<file path="src/rtl/hpp_pkg.sv">
// Package: shared types for the downstream port power manager.
// Assumes: nothing beyond IEEE 1800-2017.
package hpp_pkg;
    typedef enum logic {
        PORT_MODE_INDIV  = 1'b0,
        PORT_MODE_GANGED = 1'b1
    } port_mode_e;
endpackage

</file>
<file path="src/rtl/oc_filter.sv">
// Module: oc_filter
// Resynchronises one active-low overcurrent pin through two flops and accepts
// a new level only after it has held for FILT_CYCLES consecutive clocks.
// Output is active high (1 = overcurrent).
// Assumes: FILT_CYCLES >= 2, synchronous active-low reset.
module oc_filter #(
    parameter int FILT_CYCLES = 16
) (
    input  logic clk,
    input  logic rst_n,
    input  logic oc_n_i,
    output logic oc_o
);
    localparam int CNT_W = $clog2(FILT_CYCLES + 1);

    logic             sync1_q, sync2_q;
    logic             flt_q;
    logic [CNT_W-1:0] cnt_q;

    // Two-flop synchroniser, stored active high.
    always_ff @(posedge clk) begin
        if (!rst_n) begin
            sync1_q <= 1'b0;
            sync2_q <= 1'b0;
        end else begin
            sync1_q <= ~oc_n_i;
            sync2_q <= sync1_q;
        end
    end

    // Stability counter: adopt the synced level after FILT_CYCLES differing clocks.
    always_ff @(posedge clk) begin
        if (!rst_n) begin
            cnt_q <= '0;
            flt_q <= 1'b0;
        end else if (sync2_q == flt_q) begin
            cnt_q <= '0;
        end else if (cnt_q == CNT_W'(FILT_CYCLES - 1)) begin
            cnt_q <= '0;
            flt_q <= sync2_q;
        end else begin
            cnt_q <= cnt_q + CNT_W'(1);
        end
    end

    assign oc_o = flt_q;


    filt_hold_chk: assert property (@(posedge clk) disable iff (!rst_n)
        (flt_q != $past(flt_q)) |-> ($past(cnt_q) == CNT_W'(FILT_CYCLES - 1)));


    filt_follow_chk: assert property (@(posedge clk) disable iff (!rst_n)
        (flt_q != $past(flt_q)) |-> (flt_q == $past(sync2_q)));
endmodule

</file>
<file path="src/rtl/port_pwr_ctrl.sv">
// Module: port_pwr_ctrl
// Holds the per-port power state and applies ganged or individual rules.
// Priority per port: overcurrent > off request > on request.
// Assumes: gang_mode_i is static; it is captured only while reset is low.
module port_pwr_ctrl
    import hpp_pkg::*;
#(
    parameter int NPORTS = 4
) (
    input  logic              clk,
    input  logic              rst_n,
    input  logic              gang_mode_i,
    input  logic [NPORTS-1:0] on_req_i,
    input  logic [NPORTS-1:0] off_req_i,
    input  logic [NPORTS-1:0] oc_flt_i,
    output logic [NPORTS-1:0] pwr_on_o,
    output logic [NPORTS-1:0] oc_eff_o
);
    port_mode_e        mode_q;
    logic [NPORTS-1:0] on_q, on_d, oc_eff;
    logic [NPORTS-1:0] on_eff, off_eff;
    logic              any_oc, any_on, any_off;

    // Capture the mode strap during reset only.
    always_ff @(posedge clk) begin
        if (!rst_n) mode_q <= port_mode_e'(gang_mode_i);
    end

    assign any_oc  = |oc_flt_i;
    assign any_on  = |on_req_i;
    assign any_off = |off_req_i;

    // Spread faults and requests across ports in ganged mode.
    always_comb begin
        for (int i = 0; i < NPORTS; i++) begin
            if (mode_q == PORT_MODE_GANGED) begin
                oc_eff[i]  = any_oc;
                on_eff[i]  = any_on;
                off_eff[i] = any_off;
            end else begin
                oc_eff[i]  = oc_flt_i[i];
                on_eff[i]  = on_req_i[i];
                off_eff[i] = off_req_i[i];
            end
        end
    end

    // Next power state per port.
    always_comb begin
        for (int i = 0; i < NPORTS; i++) begin
            if (oc_eff[i] || off_eff[i]) on_d[i] = 1'b0;
            else if (on_eff[i])          on_d[i] = 1'b1;
            else                         on_d[i] = on_q[i];
        end
    end

    // Power state register, all ports off at reset.
    always_ff @(posedge clk) begin
        if (!rst_n) on_q <= '0;
        else        on_q <= on_d;
    end

    assign pwr_on_o = on_q;
    assign oc_eff_o = oc_eff;


    gang_lockstep_chk: assert property (@(posedge clk) disable iff (!rst_n)
        (mode_q == PORT_MODE_GANGED) |-> ($countones(on_q) == 0 || $countones(on_q) == NPORTS));


    mode_static_chk: assert property (@(posedge clk) disable iff (!rst_n)
        $stable(mode_q));

    generate
        for (genvar g = 0; g < NPORTS; g++) begin : g_chk

            oc_kill_chk: assert property (@(posedge clk) disable iff (!rst_n)
                oc_eff[g] |=> !on_q[g]);

            on_needs_req_chk: assert property (@(posedge clk) disable iff (!rst_n)
                (on_q[g] && !$past(on_q[g])) |-> ($past(on_eff[g]) && !$past(oc_eff[g])));
        end
    endgenerate
endmodule

</file>
<file path="src/rtl/oc_change_log.sv">
// Module: oc_change_log
// Sticky per-port flag that sets on any edge of the effective overcurrent
// status and clears on a controller pulse; a new edge wins over a clear.
// Assumes: synchronous active-low reset; status is 0 at reset.
module oc_change_log #(
    parameter int NPORTS = 4
) (
    input  logic              clk,
    input  logic              rst_n,
    input  logic [NPORTS-1:0] oc_eff_i,
    input  logic [NPORTS-1:0] clr_i,
    output logic [NPORTS-1:0] chg_o
);
    logic [NPORTS-1:0] prev_q, chg_q;

    // Remember last status to detect its edges.
    always_ff @(posedge clk) begin
        if (!rst_n) prev_q <= '0;
        else        prev_q <= oc_eff_i;
    end

    // Sticky change flags.
    always_ff @(posedge clk) begin
        if (!rst_n) chg_q <= '0;
        else        chg_q <= (oc_eff_i ^ prev_q) | (chg_q & ~clr_i);
    end

    assign chg_o = chg_q;

    generate
        for (genvar g = 0; g < NPORTS; g++) begin : g_chk

            chg_sticky_chk: assert property (@(posedge clk) disable iff (!rst_n)
                ($past(chg_q[g]) && !$past(clr_i[g])) |-> chg_q[g]);

            chg_edge_chk: assert property (@(posedge clk) disable iff (!rst_n)
                (oc_eff_i[g] != prev_q[g]) |=> chg_q[g]);
        end
    endgenerate
endmodule

</file>
<file path="src/rtl/hub_port_power.sv">
// Module: hub_port_power (top)
// Downstream port power manager: per-port overcurrent filters, power state
// control with ganged/individual mode, and sticky change reporting.
// Assumes: gang_mode_i static after reset; request and clear inputs are pulses.
module hub_port_power #(
    parameter int NPORTS      = 4,
    parameter int FILT_CYCLES = 16
) (
    input  logic              clk,
    input  logic              rst_n,
    input  logic              gang_mode_i,
    input  logic [NPORTS-1:0] pwr_on_req_i,
    input  logic [NPORTS-1:0] pwr_off_req_i,
    input  logic [NPORTS-1:0] oc_n_i,
    input  logic [NPORTS-1:0] oc_chg_clr_i,
    output logic [NPORTS-1:0] pwr_en_n_o,
    output logic [NPORTS-1:0] oc_stat_o,
    output logic [NPORTS-1:0] oc_chg_o
);
    logic [NPORTS-1:0] oc_flt, oc_eff, pwr_on;

    // One filter per overcurrent pin.
    generate
        for (genvar g = 0; g < NPORTS; g++) begin : g_filt
            oc_filter #(.FILT_CYCLES(FILT_CYCLES)) u_filt (
                .clk    (clk),
                .rst_n  (rst_n),
                .oc_n_i (oc_n_i[g]),
                .oc_o   (oc_flt[g])
            );
        end
    endgenerate

    port_pwr_ctrl #(.NPORTS(NPORTS)) u_ctrl (
        .clk         (clk),
        .rst_n       (rst_n),
        .gang_mode_i (gang_mode_i),
        .on_req_i    (pwr_on_req_i),
        .off_req_i   (pwr_off_req_i),
        .oc_flt_i    (oc_flt),
        .pwr_on_o    (pwr_on),
        .oc_eff_o    (oc_eff)
    );

    oc_change_log #(.NPORTS(NPORTS)) u_chg (
        .clk      (clk),
        .rst_n    (rst_n),
        .oc_eff_i (oc_eff),
        .clr_i    (oc_chg_clr_i),
        .chg_o    (oc_chg_o)
    );

    assign pwr_en_n_o = ~pwr_on;
    assign oc_stat_o  = oc_eff;


    reset_off_chk: assert property (@(posedge clk)
        !rst_n |=> (pwr_en_n_o == '1 && oc_chg_o == '0));
endmodule

</file>
<file path="config.mk">
export PLATFORM = sky130hd
export DESIGN_NAME = hub_port_power
export DESIGN_NICKNAME = d
export VERILOG_FILES = /design/src/rtl/hpp_pkg.sv /design/src/rtl/oc_filter.sv /design/src/rtl/port_pwr_ctrl.sv /design/src/rtl/oc_change_log.sv /design/src/rtl/hub_port_power.sv
export SDC_FILE = /design/constraint.sdc
export NUM_CORES = 1
export LEC_CHECK = 0
export ABC_AREA = 1
export CAP_MARGIN = 20
export CORE_ASPECT_RATIO = 0.5
export CORE_MARGIN = 2
export CORE_UTILIZATION = 50
export CTS_CLUSTER_SIZE = 8
export DETAILED_ROUTE_END_ITERATION = 8
export PLACE_DENSITY = 0.74
export SYNTH_ARGS = -nofsm -noshare
export SYNTH_HDL_FRONTEND = slang
export SYNTH_HIERARCHICAL = 1
export SYNTH_SLANG_ARGS = --single-unit
</file>
<file path="constraint.sdc">
create_clock -name clk -period 3.65 [get_ports clk]
set_input_delay 0.365 -clock clk [delete_from_list [all_inputs] [get_ports clk]]
set_output_delay 0.365 -clock clk [all_outputs]
set_load 0.03 [all_outputs]
</file>
==> impl_metrics.ini <==
[power]
p_comb_share_pct = 8.2
switching_power_mw = 0.195
clockPowerShare_pct = 33.2
ir_drop_mv = 0.200
switching_share_pct = 22.4
cellInternalPower_mw = 0.674
seqPwrFrac_pct = 58.6
p_per_area_nw_per_um2 = 369
p_leak_nw = 1.04
p_total_mw = 0.868

[die]
die_h_um = 47.9
start_util_pct = 54.0
core_area_um2 = 3570
io_pins = 31
die-area_um2 = 4400
die_w_um = 91.8
rows = 15

[status]
run_status = completed

[routing]
antenna_left = 0
wl_met1_mm = 1.60
top_layer = met4
via_per_inst = 4.53
vias = 1557
wl_met2_mm = 1.52
dr.pass1.iters = 4
postRouteWirelength_mm = 3.28
drc_errors = 0
wl_per_cell_um = 9.55
wl_met3_um = 150
drt-initial-drc-count = 56

[yosys]
async_reset_ff_share_pct = 0
syn_area_um2 = 1930
synthDominantCellAreaShare_pct = 45.7
syn_area_per_cell_um2 = 7.50
synth-edff-count = 1
ys_seq_area_share_pct = 47.3
ys_ff_latch = 45
synth_common_cells = inv_1, nand2_1, dfxtp_1
postSynthCellCount = 257
yosysWarnings = 6
syn-num-nets = 284
yosysUniqueCellTypes = 20
synth_ff_type = dfxtp_1
synth.most_common_cell = inv_1
synth_area_leaders = dfxtp_1, inv_1, nand2_1
yosysTopAreaCell = dfxtp_1

[worst_setup_path]
slowest_delay_ns = 0.59
critPathMaxFanout = 11
worstPathArrival_ns = 1.92
cp_slowest_cell = clkdlybuf4s50_1
start_kind = flop
required_ns = 3.28
cp-end-kind = output port
crit_chain = or2_2 > nand2_1 > inv_1 > clkdlybuf4s50_1
path_delay_family = buffers and inverters
crit_type = reg2out
crit_buf_inv = 2

[sta]
hold_viol = 0
rsz0062_at_grt = false
fmax_mhz = 438
finalCriticalPeriod_ns = 2.28
maxSlewViolCount = 0
tightest_slew_ns = 0.678
fin_crit_sh_pct = 62.5
whs_ns = 0.424
finalClockSkew_ns = 0.00510
fin_setup_tns_ns = 0
setup_viol = 0
slew_headroom_pct = 54.7

[clock_tree]
cts_setup_buffers = 0
root_buffer = clkbuf_8
h-tree-depth = 2
path_clk_slew_ns = 0.08
clock_sinks = 45
cts_buffers = 5
cts_tree = built
worst_skew_pair.late_latency_ns = 0.29
clk_path_buf_depth = 2
post_cts_resized = 0
postCtsHoldBufs = 0

[global_route]
grt_max_degree = 18
grt_antenna_before_repair = 0
grt_pass1_wl_mm = 5.44
gr-usage-all-layers_pct = 16.5
grt_pass1_vias = 1368
overflow = 0

[placement]
io_buffers = 30
place_area_um2 = 2270
dpl.hpwl_mm = 2.53
gp_congestion = 0.831

[job]
drv_cap = 0

[finish]
syn_to_final_growth_pct = 22.2
fin_area_um2 = 2350
layout-drive-gt1-share_pct = 7.85
diodes = 0
fillers = 319
seqCellArea_um2 = 911
nets = 319
multi_input_area_um2 = 771

[worst_hold_path]
holdCritPathClass = reg2reg
[power groups by stage]
stage	Sequential [mW]	Combinational, mW	Clock, mW
after floorplan	0.517	0.0404	0
after global placement	0.520	0.0693	0
after detailed placement	0.520	0.0710	0
after CTS	0.509	0.0713	0.299
after global routing	0.510	0.0792	0.321
final	0.509	0.0712	0.288
[worst paths after layout]
check	startpoint	end	slack, ns	cells past startpoint
max reg2reg	u_ctrl/mode_q$_DFFE_PN_	u_chg/chg_o[3]$_SDFF_PN0_	2.27	7
min reg2reg	g_filt[1].u_filt/sync1_q$_SDFF_PN0_	g_filt[1].u_filt/sync2_q$_SDFF_PN0_	0.42	2
max	u_ctrl/mode_q$_DFFE_PN_	oc_stat_o[3]	1.37	4
min	g_filt[1].u_filt/sync1_q$_SDFF_PN0_	g_filt[1].u_filt/sync2_q$_SDFF_PN0_	0.42	2
[worst reg2reg max path: stages (launching register included)]
cell	delay, ns
edfxtp_1	0.53
or2_2	0.34
nand2_1	0.09
inv_1	0.07
nand2_1	0.07
nand3_1	0.07
nand2_1	0.06
inv_1	0.05
[final cells by class]
cell class	instances	area share, %
Clock buffer	8	3.40
Inverter	61	9.72
Multi-Input combinational cell	149	32.7
Sequential cell	45	38.7
Tap cell	51	2.71
Timing Repair Buffer	30	12.8
[routing by layer]
layer	vias to the layer above	global-route usage (%)
met3	2	5.20
met5	-	0
li1	843	-
met4	0	10.4
met2	34	29.1
met1	678	18.6
[stage by stage]
stage / cells / utilization, % / setup slack [ns]
finish: 344 / 66.0 / 1.37
floorplan: 257 / - / 2.34
CTS: 344 / 66.0 / 1.35
global route: 344 / 66.0 / 1.26
global placement: 336 / 63.8 / 1.71
detailed placement: 336 / 63.8 / 1.68
[registers in the layout, indices dropped and copies added, names as in the netlist]
name	count
g_filt.u_filt/oc_o	4
g_filt.u_filt/sync2_q	4
g_filt.u_filt/cnt_q	20
u_chg/prev_q	4
u_ctrl/pwr_on_o	4
u_chg/chg_o	4
g_filt.u_filt/sync1_q	4
u_ctrl/mode_q	1
[cells in the final DEF (no fill, tap or decap)]
cell / instances
inv_1: 57
nand2_1: 53
dfxtp_1: 44
nor2_1: 38
clkdlybuf4s50_1: 30
nand3_1: 12
ha_1: 8
a21oi_1: 8
clkbuf_8: 5
inv_2: 4
a211oi_1: 4
nor2_2: 4
nand3_2: 4
nand4_1: 4
a21oi_2: 4
xnor2_1: 4
clkbuf_1: 3
or2_0: 3
or2_2: 2
o21bai_1: 1
edfxtp_1: 1
[logic make-up after synthesis]
logic type      count (synthesis)  synth area share (%)
buf+inv                        63                  12.7
compound gates                 17                  5.84
simple gates                  120                  27.1
xor+xnor                        4                  1.82
flops                          45                  47.3
fa+ha+maj                       8                  5.20
Power figures use the tool's default switching activity.
